### src/rtl/smbh_pkg.sv
// Package: shared offsets, bit positions and encodings for the SMBus host register front-end.
// Assumes an 8-bit register data path and a 4-bit register offset.
package smbh_pkg;
    localparam int REG_AW = 4;
    localparam int REG_DW = 8;
    localparam int CPL_DW = 2 * REG_DW;

    localparam logic [REG_AW-1:0] OFS_STAT = 4'h0;
    localparam logic [REG_AW-1:0] OFS_CTL  = 4'h2;
    localparam logic [REG_AW-1:0] OFS_CMD  = 4'h3;
    localparam logic [REG_AW-1:0] OFS_ADDR = 4'h4;
    localparam logic [REG_AW-1:0] OFS_D0   = 4'h5;
    localparam logic [REG_AW-1:0] OFS_D1   = 4'h6;
    localparam logic [REG_AW-1:0] OFS_BLK  = 4'h7;
    localparam logic [REG_AW-1:0] OFS_AUX  = 4'hD;

    // status bit positions
    localparam int ST_BUSY   = 0;
    localparam int ST_INTR   = 1;
    localparam int ST_DEVERR = 2;
    localparam int ST_FAIL   = 4;

    // control bit positions
    localparam int CT_IEN   = 0;
    localparam int CT_KILL  = 1;
    localparam int CT_PLO   = 2;
    localparam int CT_PHI   = 4;
    localparam int CT_START = 6;
    localparam int CT_KEEP  = 5;   // bits kept in the control register
    localparam int AUX_KEEP = 2;   // bits kept in the auxiliary register

    typedef enum logic [2:0] {
        PR_QUICK, PR_BYTE, PR_BYTE_DATA, PR_WORD_DATA,
        PR_PROC_CALL, PR_BLOCK, PR_I2C_BLOCK, PR_RSVD
    } prot_e;

    typedef enum logic [1:0] {PH_IDLE, PH_REQ, PH_WAIT} phase_e;
endpackage

### src/rtl/smbh_status.sv
// Status register with software write-one-to-clear and hardware set/clear masks.
// Hardware set wins over any clear in the same cycle. Software can never clear busy.
module smbh_status
    import smbh_pkg::*;
#(
    parameter int W = REG_DW
) (
    input  logic         clk,
    input  logic         rst_n,
    input  logic [W-1:0] sw_clr,
    input  logic [W-1:0] hw_set,
    input  logic [W-1:0] hw_clr,
    input  logic         ien,
    output logic [W-1:0] stat,
    output logic         irq
);
    localparam logic [W-1:0] BUSY_MASK = W'(1) << ST_BUSY;

    // Status update: clears first, then hardware sets.
    always_ff @(posedge clk) begin
        if (!rst_n) stat <= '0;
        else        stat <= (stat & ~(sw_clr & ~BUSY_MASK) & ~hw_clr) | hw_set;
    end

    // Level interrupt from any non-busy flag when enabled.
    always_comb irq = ien && (|(stat & ~BUSY_MASK));

    AST_BUSY_STICKY: assert property (@(posedge clk) disable iff (!rst_n)
        stat[ST_BUSY] && sw_clr[ST_BUSY] && !hw_clr[ST_BUSY] |=> stat[ST_BUSY]);
endmodule

### src/rtl/smbh_launch.sv
// Transaction sequencer: immediate or deferred launch, request handshake,
// completion, and kill. Produces status set/clear masks for smbh_status.
// Assumes only one completion per request and none while idle.
module smbh_launch
    import smbh_pkg::*;
#(
    parameter int W = REG_DW
) (
    input  logic         clk,
    input  logic         rst_n,
    input  logic         start_wr,
    input  logic         kill_wr,
    input  logic         ien_wr,
    input  logic [2:0]   prot_wr,
    input  logic [2:0]   prot_cur,
    input  logic         stat_rd,
    input  logic         dev_err,
    input  logic         req_ready,
    input  logic         cpl_valid,
    input  logic         cpl_err,
    output logic         req_valid,
    output logic [W-1:0] hw_set,
    output logic [W-1:0] hw_clr,
    output logic         cpl_ok
);
    phase_e     ph, ph_n;
    logic       pend, pend_n, rv_n, go;
    logic [2:0] go_prot;

    // Next-state logic for phase, deferred flag, request and status masks.
    always_comb begin
        ph_n = ph; pend_n = pend; rv_n = req_valid;
        hw_set = '0; hw_clr = '0; cpl_ok = 1'b0;
        go = 1'b0; go_prot = prot_cur;
        if (kill_wr) begin
            ph_n = PH_IDLE; pend_n = 1'b0; rv_n = 1'b0;
            hw_set[ST_FAIL] = 1'b1; hw_clr[ST_BUSY] = 1'b1;
        end else begin
            if (ph == PH_REQ && req_ready) begin
                rv_n = 1'b0; ph_n = PH_WAIT;
            end
            if (ph == PH_WAIT && cpl_valid) begin
                ph_n = PH_IDLE; hw_clr[ST_BUSY] = 1'b1;
                if (cpl_err) hw_set[ST_DEVERR] = 1'b1;
                else begin hw_set[ST_INTR] = 1'b1; cpl_ok = 1'b1; end
            end
            if (ph == PH_IDLE && !pend) begin
                if (start_wr) begin
                    if (ien_wr) begin go = 1'b1; go_prot = prot_wr; end
                    else begin pend_n = 1'b1; hw_set[ST_BUSY] = 1'b1; end
                end
            end else if (ph == PH_IDLE && pend && stat_rd) begin
                pend_n = 1'b0; hw_clr[ST_BUSY] = 1'b1; go = 1'b1;
            end
            if (go && !dev_err) begin
                if (go_prot == 3'(PR_RSVD)) hw_set[ST_DEVERR] = 1'b1;
                else begin rv_n = 1'b1; ph_n = PH_REQ; hw_set[ST_BUSY] = 1'b1; end
            end
        end
    end

    // Sequencer state registers.
    always_ff @(posedge clk) begin
        if (!rst_n) begin
            ph <= PH_IDLE; pend <= 1'b0; req_valid <= 1'b0;
        end else begin
            ph <= ph_n; pend <= pend_n; req_valid <= rv_n;
        end
    end

    AST_REQ_HELD: assert property (@(posedge clk) disable iff (!rst_n)
        req_valid && !req_ready && !kill_wr |=> req_valid);
    AST_DEVERR_BLOCKS: assert property (@(posedge clk) disable iff (!rst_n)
        start_wr && ien_wr && !kill_wr && dev_err && ph == PH_IDLE && !pend |=> !req_valid);
    AST_KILL_DROPS: assert property (@(posedge clk) disable iff (!rst_n)
        kill_wr |=> !req_valid && ph == PH_IDLE && !pend);
endmodule

### src/rtl/smbh_host_regs.sv
// SMBus host register front-end: CPU register decode, data registers, readback,
// and the bus-side request/completion port. Assumes reg_wr and reg_rd are never
// high together and that the bus engine returns one completion per accepted request.
module smbh_host_regs
    import smbh_pkg::*;
(
    input  logic              clk,
    input  logic              rst_n,
    input  logic              reg_wr,
    input  logic              reg_rd,
    input  logic [REG_AW-1:0] reg_addr,
    input  logic [REG_DW-1:0] reg_wdata,
    output logic [REG_DW-1:0] reg_rdata,
    output logic              irq,
    output logic              req_valid,
    input  logic              req_ready,
    output logic [2:0]        req_prot,
    output logic [6:0]        req_target,
    output logic              req_read,
    output logic [REG_DW-1:0] req_cmd,
    output logic [REG_DW-1:0] req_data0,
    output logic [REG_DW-1:0] req_data1,
    output logic [REG_DW-1:0] req_blk,
    input  logic              cpl_valid,
    input  logic              cpl_err,
    input  logic [CPL_DW-1:0] cpl_data
);
    logic [CT_KEEP-1:0]  ctl_q;
    logic [AUX_KEEP-1:0] aux_q;
    logic [REG_DW-1:0]   cmd_q, addr_q, d0_q, d1_q, blk_q, stat;
    logic [REG_DW-1:0]   sw_clr, hw_set, hw_clr;
    logic                wr_ctl, start_wr, kill_wr, stat_rd, cpl_ok;
    logic [2:0]          prot_cur;

    // Write decode and side-effect strobes.
    always_comb begin
        wr_ctl   = reg_wr && reg_addr == OFS_CTL;
        start_wr = wr_ctl && reg_wdata[CT_START];
        kill_wr  = wr_ctl && reg_wdata[CT_KILL];
        stat_rd  = reg_rd && reg_addr == OFS_STAT;
        sw_clr   = (reg_wr && reg_addr == OFS_STAT) ? reg_wdata : '0;
        prot_cur = ctl_q[CT_PHI:CT_PLO];
    end

    // Software-written registers and completion data loading (completion wins).
    always_ff @(posedge clk) begin
        if (!rst_n) begin
            ctl_q <= '0; aux_q <= '0; cmd_q <= '0; addr_q <= '0;
            d0_q <= '0; d1_q <= '0; blk_q <= '0;
        end else begin
            if (wr_ctl) ctl_q <= reg_wdata[CT_KEEP-1:0];
            if (reg_wr) begin
                case (reg_addr)
                    OFS_CMD:  cmd_q  <= reg_wdata;
                    OFS_ADDR: addr_q <= reg_wdata;
                    OFS_D0:   d0_q   <= reg_wdata;
                    OFS_D1:   d1_q   <= reg_wdata;
                    OFS_BLK:  blk_q  <= reg_wdata;
                    OFS_AUX:  aux_q  <= reg_wdata[AUX_KEEP-1:0];
                    default: ;
                endcase
            end
            if (cpl_ok) begin
                case (prot_e'(prot_cur))
                    PR_BYTE, PR_BYTE_DATA:
                        if (addr_q[0]) d0_q <= cpl_data[REG_DW-1:0];
                    PR_WORD_DATA:
                        if (addr_q[0]) begin
                            d0_q <= cpl_data[REG_DW-1:0];
                            d1_q <= cpl_data[CPL_DW-1:REG_DW];
                        end
                    PR_PROC_CALL: begin
                        d0_q <= cpl_data[REG_DW-1:0];
                        d1_q <= cpl_data[CPL_DW-1:REG_DW];
                    end
                    PR_BLOCK, PR_I2C_BLOCK:
                        if (addr_q[0]) begin
                            d0_q  <= cpl_data[REG_DW-1:0];
                            blk_q <= cpl_data[CPL_DW-1:REG_DW];
                        end
                    default: ;
                endcase
            end
        end
    end

    // Readback multiplexer; unmapped offsets return zero.
    always_comb begin
        case (reg_addr)
            OFS_STAT: reg_rdata = stat;
            OFS_CTL:  reg_rdata = REG_DW'(ctl_q);
            OFS_CMD:  reg_rdata = cmd_q;
            OFS_ADDR: reg_rdata = addr_q;
            OFS_D0:   reg_rdata = d0_q;
            OFS_D1:   reg_rdata = d1_q;
            OFS_BLK:  reg_rdata = blk_q;
            OFS_AUX:  reg_rdata = REG_DW'(aux_q);
            default:  reg_rdata = '0;
        endcase
    end

    // Request fields come straight from the registers.
    always_comb begin
        req_prot   = prot_cur;
        req_target = addr_q[REG_DW-1:1];
        req_read   = addr_q[0];
        req_cmd    = cmd_q;
        req_data0  = d0_q;
        req_data1  = d1_q;
        req_blk    = blk_q;
    end

    smbh_launch #(.W(REG_DW)) u_launch (
        .clk(clk), .rst_n(rst_n), .start_wr(start_wr), .kill_wr(kill_wr),
        .ien_wr(reg_wdata[CT_IEN]), .prot_wr(reg_wdata[CT_PHI:CT_PLO]),
        .prot_cur(prot_cur), .stat_rd(stat_rd), .dev_err(stat[ST_DEVERR]),
        .req_ready(req_ready), .cpl_valid(cpl_valid), .cpl_err(cpl_err),
        .req_valid(req_valid), .hw_set(hw_set), .hw_clr(hw_clr), .cpl_ok(cpl_ok)
    );

    smbh_status #(.W(REG_DW)) u_status (
        .clk(clk), .rst_n(rst_n), .sw_clr(sw_clr), .hw_set(hw_set),
        .hw_clr(hw_clr), .ien(ctl_q[CT_IEN]), .stat(stat), .irq(irq)
    );

    AST_BUSY_WITH_REQ: assert property (@(posedge clk) disable iff (!rst_n)
        req_valid |-> stat[ST_BUSY]);
    AST_DEFER_HOLDS: assert property (@(posedge clk) disable iff (!rst_n)
        start_wr && !kill_wr && !reg_wdata[CT_IEN] && !stat[ST_BUSY]
        |=> stat[ST_BUSY] && !req_valid);
    AST_KILL_FAILS: assert property (@(posedge clk) disable iff (!rst_n)
        kill_wr |=> stat[ST_FAIL] && !stat[ST_BUSY]);
endmodule

### config.mk
export PLATFORM = sky130hd
export DESIGN_NAME = smbh_host_regs
export DESIGN_NICKNAME = d
export VERILOG_FILES = /design/src/rtl/smbh_pkg.sv /design/src/rtl/smbh_status.sv /design/src/rtl/smbh_launch.sv /design/src/rtl/smbh_host_regs.sv
export SDC_FILE = /design/constraint.sdc
export NUM_CORES = 1
export LEC_CHECK = 0
export ABC_AREA = 1
export ABC_CLOCK_PERIOD_IN_PS = 1800
export BUFFER_PORTS_ARGS = -buffer_cell sky130_fd_sc_hd__buf_4
export CORE_MARGIN = 3
export CORE_UTILIZATION = 44
export CTS_BUF_LIST = sky130_fd_sc_hd__clkbuf_8
export DETAILED_ROUTE_END_ITERATION = 8
export GPL_TIMING_DRIVEN = 1
export HOLD_SLACK_MARGIN = 0.05
export PLACE_DENSITY = 0.77
export SKIP_CTS_REPAIR_TIMING = 1
export SYNTH_ARGS = -nofsm -noshare
export SYNTH_HDL_FRONTEND = slang
export SYNTH_SLANG_ARGS = --single-unit
### constraint.sdc
create_clock -name clk -period 1.8 [get_ports clk]
set_clock_uncertainty 0.2 [all_clocks]
set_input_delay 0.27 -clock clk [delete_from_list [all_inputs] [get_ports clk]]
set_output_delay 0.27 -clock clk [all_outputs]
set_load 0.03 [all_outputs]
## Word level (Yosys, flattened, before mapping)

Cells that the tools add are included.

- Eq/ne operators: 18
- Mux-type cells: 55
- Bitwise gates (word level): 6
- Reduce and logical (&&, ||, !) cells: 25

Operators with widths:

| kind | count |
|---|---|
| two-way mux 8 bit | 14 |
| one-hot mux 8 bit (8 select lines) | 1 |
| one-hot mux 8 bit (2 select lines) | 2 |
| two-way mux 1 bit | 28 |
| bitwise AND 8 bit | 2 |
| == test 4 x 3 -> 1 bit, second input constant | 4 |
| two-way mux 3 bit | 5 |
| == test 3 bit, second input constant | 4 |
| logical AND 1 bit | 12 |
| two-way mux 2 bit | 5 |
| == test 4 x 2 -> 1 bit, second input constant | 2 |
| inverter 1 -> 8 bit | 1 |
| inverter 8 bit | 1 |
| OR 8 x 5 -> 8 bit | 1 |
| OR reduction 7 bit | 1 |
| == test 3 x 2 -> 1 bit, second input constant | 2 |
| AND reduction 2 bit | 3 |
| OR reduction 5 bit | 1 |
| == test 4 bit, second input constant | 1 |
| zero test 4 bit | 1 |
| != test 2 bit, second input constant | 2 |
| OR reduction 2 bit | 2 |
| == test 3 x 1 -> 1 bit, second input constant | 1 |
| AND reduction 3 bit | 1 |
| 6 further kinds | 7 |

- Register bits after elaboration: 59
- Input bits: 35
- Output and inout port bits: 53
- Logic and storage cells: 115

## Longest topological paths before layout

- Depth in word-level cells: 11
- Mapped depth: 10
- Depth with buffers taken out: 10

## Hierarchy

From an unflattened synthesis, not the netlist that was laid out.

- Cells, all modules: 524
- Area, all modules: 3,377.0 um^2

By module, submodules not included:

| module | instances | cells an instance | area an instance (um^2) | seq. area each (um^2) |
|---|---|---|---|---|
| smbh_host_regs | 1 | 406 | 2,616.3 | 940.9 |
| smbh_launch | 1 | 69 | 410.4 | 80.1 |
| smbh_status | 1 | 49 | 350.3 | 160.2 |

## Worst setup path after synthesis

No wires, ideal clock.

- Path kind: flip-flop to output port
- Start: register addr_q[0]
- End: output reg_rdata[0]
- Arrival time: 1.219 ns
- Required time: 1.330 ns
- Path slack: 0.111 ns
- Cell stages (with the launch flop): 3
- Buffers on the path: 0
- Cells stage by stage: dfxtp_1 > inv_1 > o2111ai_1

- Cells in the longest elaborated chain, start to end: 1

Ends and longest elaborated chain:

| item | RTL line | RTL |
|---|---|---|
| start: declaration | smbh_host_regs.sv:30 | `logic [REG_DW-1:0] cmd_q, addr_q, d0_q, d1_q, blk_q, stat;` |
| start signal: assignment | smbh_host_regs.sv:55 | `OFS_ADDR: addr_q <= reg_wdata;` |
| one-hot mux 8 bit (8 select lines) | smbh_host_regs.sv:89 | `case (reg_addr)` |
| end: declaration | smbh_host_regs.sv:13 | `output logic [REG_DW-1:0] reg_rdata,` |

Every way passes these cells.

## Final worst setup path

- Start: input reg_addr[3]
- End: output reg_rdata[3]

- Cells in the longest elaborated chain, start to end: 2
- Elaborated cells on any way between the ends: 9
- Those cells by class: eq/ne (7); mux (1); reduce/logical (1)

Ends and longest elaborated chain:

| item | RTL line | RTL |
|---|---|---|
| start: declaration | smbh_host_regs.sv:11 | `input logic [REG_AW-1:0] reg_addr,` |
| == test 4 bit (tied with other cells) | smbh_host_regs.sv:89 |  |
| one-hot mux 8 bit (8 select lines) * | smbh_host_regs.sv:89 |  |

Mark *: on every way between the ends. The rest lies on a longest branch, timed or not.

==> impl_summary.log <==
[metrics] setup slack of the most critical reg-to-reg path: 130 ps
[metrics] Setup crit end kind: primary output
[metrics] width of the chip: 88.08 um
[metrics] number of max-capacitance violations reported: 0
[metrics] count of TritonRoute iterations in the first routing pass: 5
[metrics] final antenna-violating net count: 0
[metrics] final setup violation count: 2
[metrics] fraction of the cycle the final worst path needs: 100.7%
[metrics] top cells by area, synth: dfxtp_1 (40%), nand2_1 (11%), a21oi_1 (8.4%), inv_1 (6.3%), nor2_1 (5.6%)
[metrics] wire length of the first global-routing pass: 15720 um
[metrics] Area Growth Syn to Fin: 54.24%
[metrics] latest clock arrival within the worst-skew pair: 330 ps
[metrics] highest net fanout along the worst path: 6
[metrics] most frequently used flop master after synthesis: dfxtp_1
[metrics] Required @ worst endpoint: 1330 ps
[metrics] most common library cell in the layout ignoring fill and taps: buf_4
[metrics] Max Slew Vio Count: 0
[metrics] FF-to-FF End: req_data0[0]$_SDFF_PN0_
[metrics] crit path launch type: input pin
[metrics] Worst Tran Pin Value: 423.9 ps
[metrics] die area: 7757 um2
[metrics] area of the mapped netlist: 2964 um2
[metrics] number of distinct library cells after synthesis: 29
[metrics] routability cong.: 0.9283
[metrics] WL/cell: 16.64 um
[metrics] leakage component of the power: 0.002071 uW
[metrics] Cell Rows: 29
[metrics] post-synthesis sequential area ratio: 39.85%
[metrics] count of routing violations after the opening detailed-route iteration: 295
[metrics] number of cells on the worst hold path: 3
[metrics] most frequent cells in the layout: buf_4 (106), nand2_1 (84), dfxtp_1 (49)
[metrics] Reg2Reg Depth: 10
[metrics] worst-case setup slack after placement: -89.17 ps
[metrics] Max IR drop VDD: 0.3476 mV
[metrics] Tmin final: 1813 ps
[metrics] share of flip-flops with an asynchronous set or reset after synthesis: 0%
[metrics] vias in the first global route: 3221
[metrics] fmax: 551.6 MHz
[metrics] root buffer cell: clkbuf_8
[metrics] nets in the synthesized netlist: 469
[metrics] clock-pin slew of the registers on the worst-case setup and hold paths: 60 ps
[metrics] path class of the lowest-slack min-delay path: input pin to register
[metrics] power per unit of standard cell area: 681.8 nW/um2
[metrics] RSZ-0062 raised after global routing: true
[metrics] number of port buffers: 87
[metrics] number of cells after detailed placement: 611
[metrics] Slew HR: 71.67%
[metrics] detail-routed via count per cell: 5.511
[metrics] final hold violations: 0
[metrics] io pins: 88
[metrics] library cell with the largest summed area after synthesis: dfxtp_1
[metrics] DRC errors left: 0
[metrics] ratio of cells with drive above 1 in the final layout: 37.00%
[metrics] synthesized netlist cell count: 434
[metrics] Yosys Warn Count: 0
[metrics] number of buffers created by CTS: 9
[metrics] source of the worst hold timing path: reg_wdata[7]
[metrics] total power draw: 3117 uW
[metrics] result of the run: finished, violations left
[metrics] portion of synthesized cell area occupied by the leading cell type: 39.85%
[metrics] setup_tns: -21.67 ps
[metrics] clock tree from TritonCTS: done
[metrics] overall routed net length: 10820 um
[metrics] arrival time of data at the critical path endpoint: 1340 ps
[metrics] worst-case clock buffer depth: 2
[metrics] remaining global-route overflow: 0
[metrics] HPWL reported at the end of detailed placement: 7723 um
[metrics] worst r2r src: u_launch.ph[0]$_SDFF_PP0_
[metrics] number of flops mapped to enable cells by yosys: 0
[metrics] endpoint of the worst hold-timing path: req_cmd[7]$_SDFFE_PN0P_
[metrics] sinks on the clock net: 59
[metrics] antenna violations before repair: 0
[metrics] initial standard-cell utilization of the core: 46.15%
[metrics] failing checks: negative setup slack
[metrics] largest net degree at the start of global routing: 26
[metrics] total of fill cells in the finished design: 535
[metrics] final net count: 603
[metrics] Avg Synthesized Cell Area: 6.830 um2
[metrics] total number of vias: 3582
[metrics] y dimension of the die: 88.08 um
[metrics] Inserted Diodes: 0
[metrics] final hold slack: 65.25 ps
[metrics] number of levels the H-tree was split into: 3
[metrics] gr usage total: 26.72%
[metrics] Layout Cells excl Fill: 650
[metrics] kind of critical path: input pin to primary output
[metrics] final setup margin: -13.03 ps
[metrics] Placeable Area: 6422 um2
[metrics] total of flip-flops plus latches after synthesis: 59
## cells in the mapped netlist, types with 3 or more instances
master     number
nor2_1         44
nand3_1        16
o21ai_0        33
nand2_1        90
o2111ai_1       4
inv_1          50
o211ai_1       14
nor2_4          3
clkbuf_1        5
nand2_2         5
o21ai_1        15
a221oi_1        3
dfxtp_1        59
inv_2           8
a21oi_1        50
nor3_1          3
buf_4           3
o22ai_1        11
buf_2           4
## per-stage QoR
stage | cell area (um2) | util, %
floorplan | 2964 | -
global placement | 3865 | 60.18
detailed placement | 3865 | 60.18
CTS | 4091 | 63.71
global route | 4572 | 71.19
finish | 4572 | 71.19
## cell type report
class	instances	area (um2)	area share, %
clock buffer	11	151.4	3.311
clock inverter	5	75.07	1.642
inverter	58	227.7	4.981
multi-input combinational	301	1657	36.23
sequential	59	1196	26.16
tap	77	96.34	2.107
timing repair buffer	139	1169	25.56
## sequential cells by signal, summed over array words and instances (netlist names)
signal / count
addr_q: 8
aux_q: 2
ctl_q: 5
req_blk: 8
req_cmd: 8
req_data0: 8
req_data1: 8
u_launch.pend: 1
u_launch.ph: 2
u_launch.req_valid: 1
u_status.stat: 8
## per-layer routing
metal / part of all wire, % / track usage, % / vias to the layer above / wire length, um
li1: - / - / 1715 / -
met1: 41 / 35.36 / 1653 / 4394
met2: 49 / 43.22 / 184 / 5328
met3: 7.4 / 3.951 / 30 / 801
met4: 2.7 / 11.81 / 0 / 294
met5: 0 / 0 / - / 0
## report_power, final
group          switching, uW  internal, uW  total, uW  leakage, uW
Clock                    520           848       1370     0.000119
Combinational            233           174        407      0.00147
Sequential              17.1          1330       1340     0.000482
## logic make-up after synthesis
family | after synthesis | share of synthesized area (%)
simple gates | 169 | 24.74
buf+inv | 74 | 10.43
flops | 59 | 39.85
compound gates | 132 | 24.99
## worst max-delay path by stage
stage | cells past startpoint | start | slack (ps) | endpoint
detailed placement | 9 | reg_addr[1] | -90 | reg_rdata[4]
CTS | 9 | reg_addr[1] | -90 | reg_rdata[4]
finish | 9 | reg_addr[3] | -10 | reg_rdata[3]
global route | 9 | reg_addr[3] | -50 | reg_rdata[3]
global placement | 9 | reg_addr[1] | -100 | reg_rdata[4]
floorplan | 2 | addr_q[0]$_SDFFE_PN0P_ | 110 | reg_rdata[0]
## worst max-delay path: stages
cell and delay [ps]:
buf_8 100, nor2_4 190, nand2_2 140, inv_4 120
nand2_1 70, o21ai_0 70, nor2_1 80, nand2_1 110
buf_4 170
No activity file was read; power rests on OpenSTA's default activity.
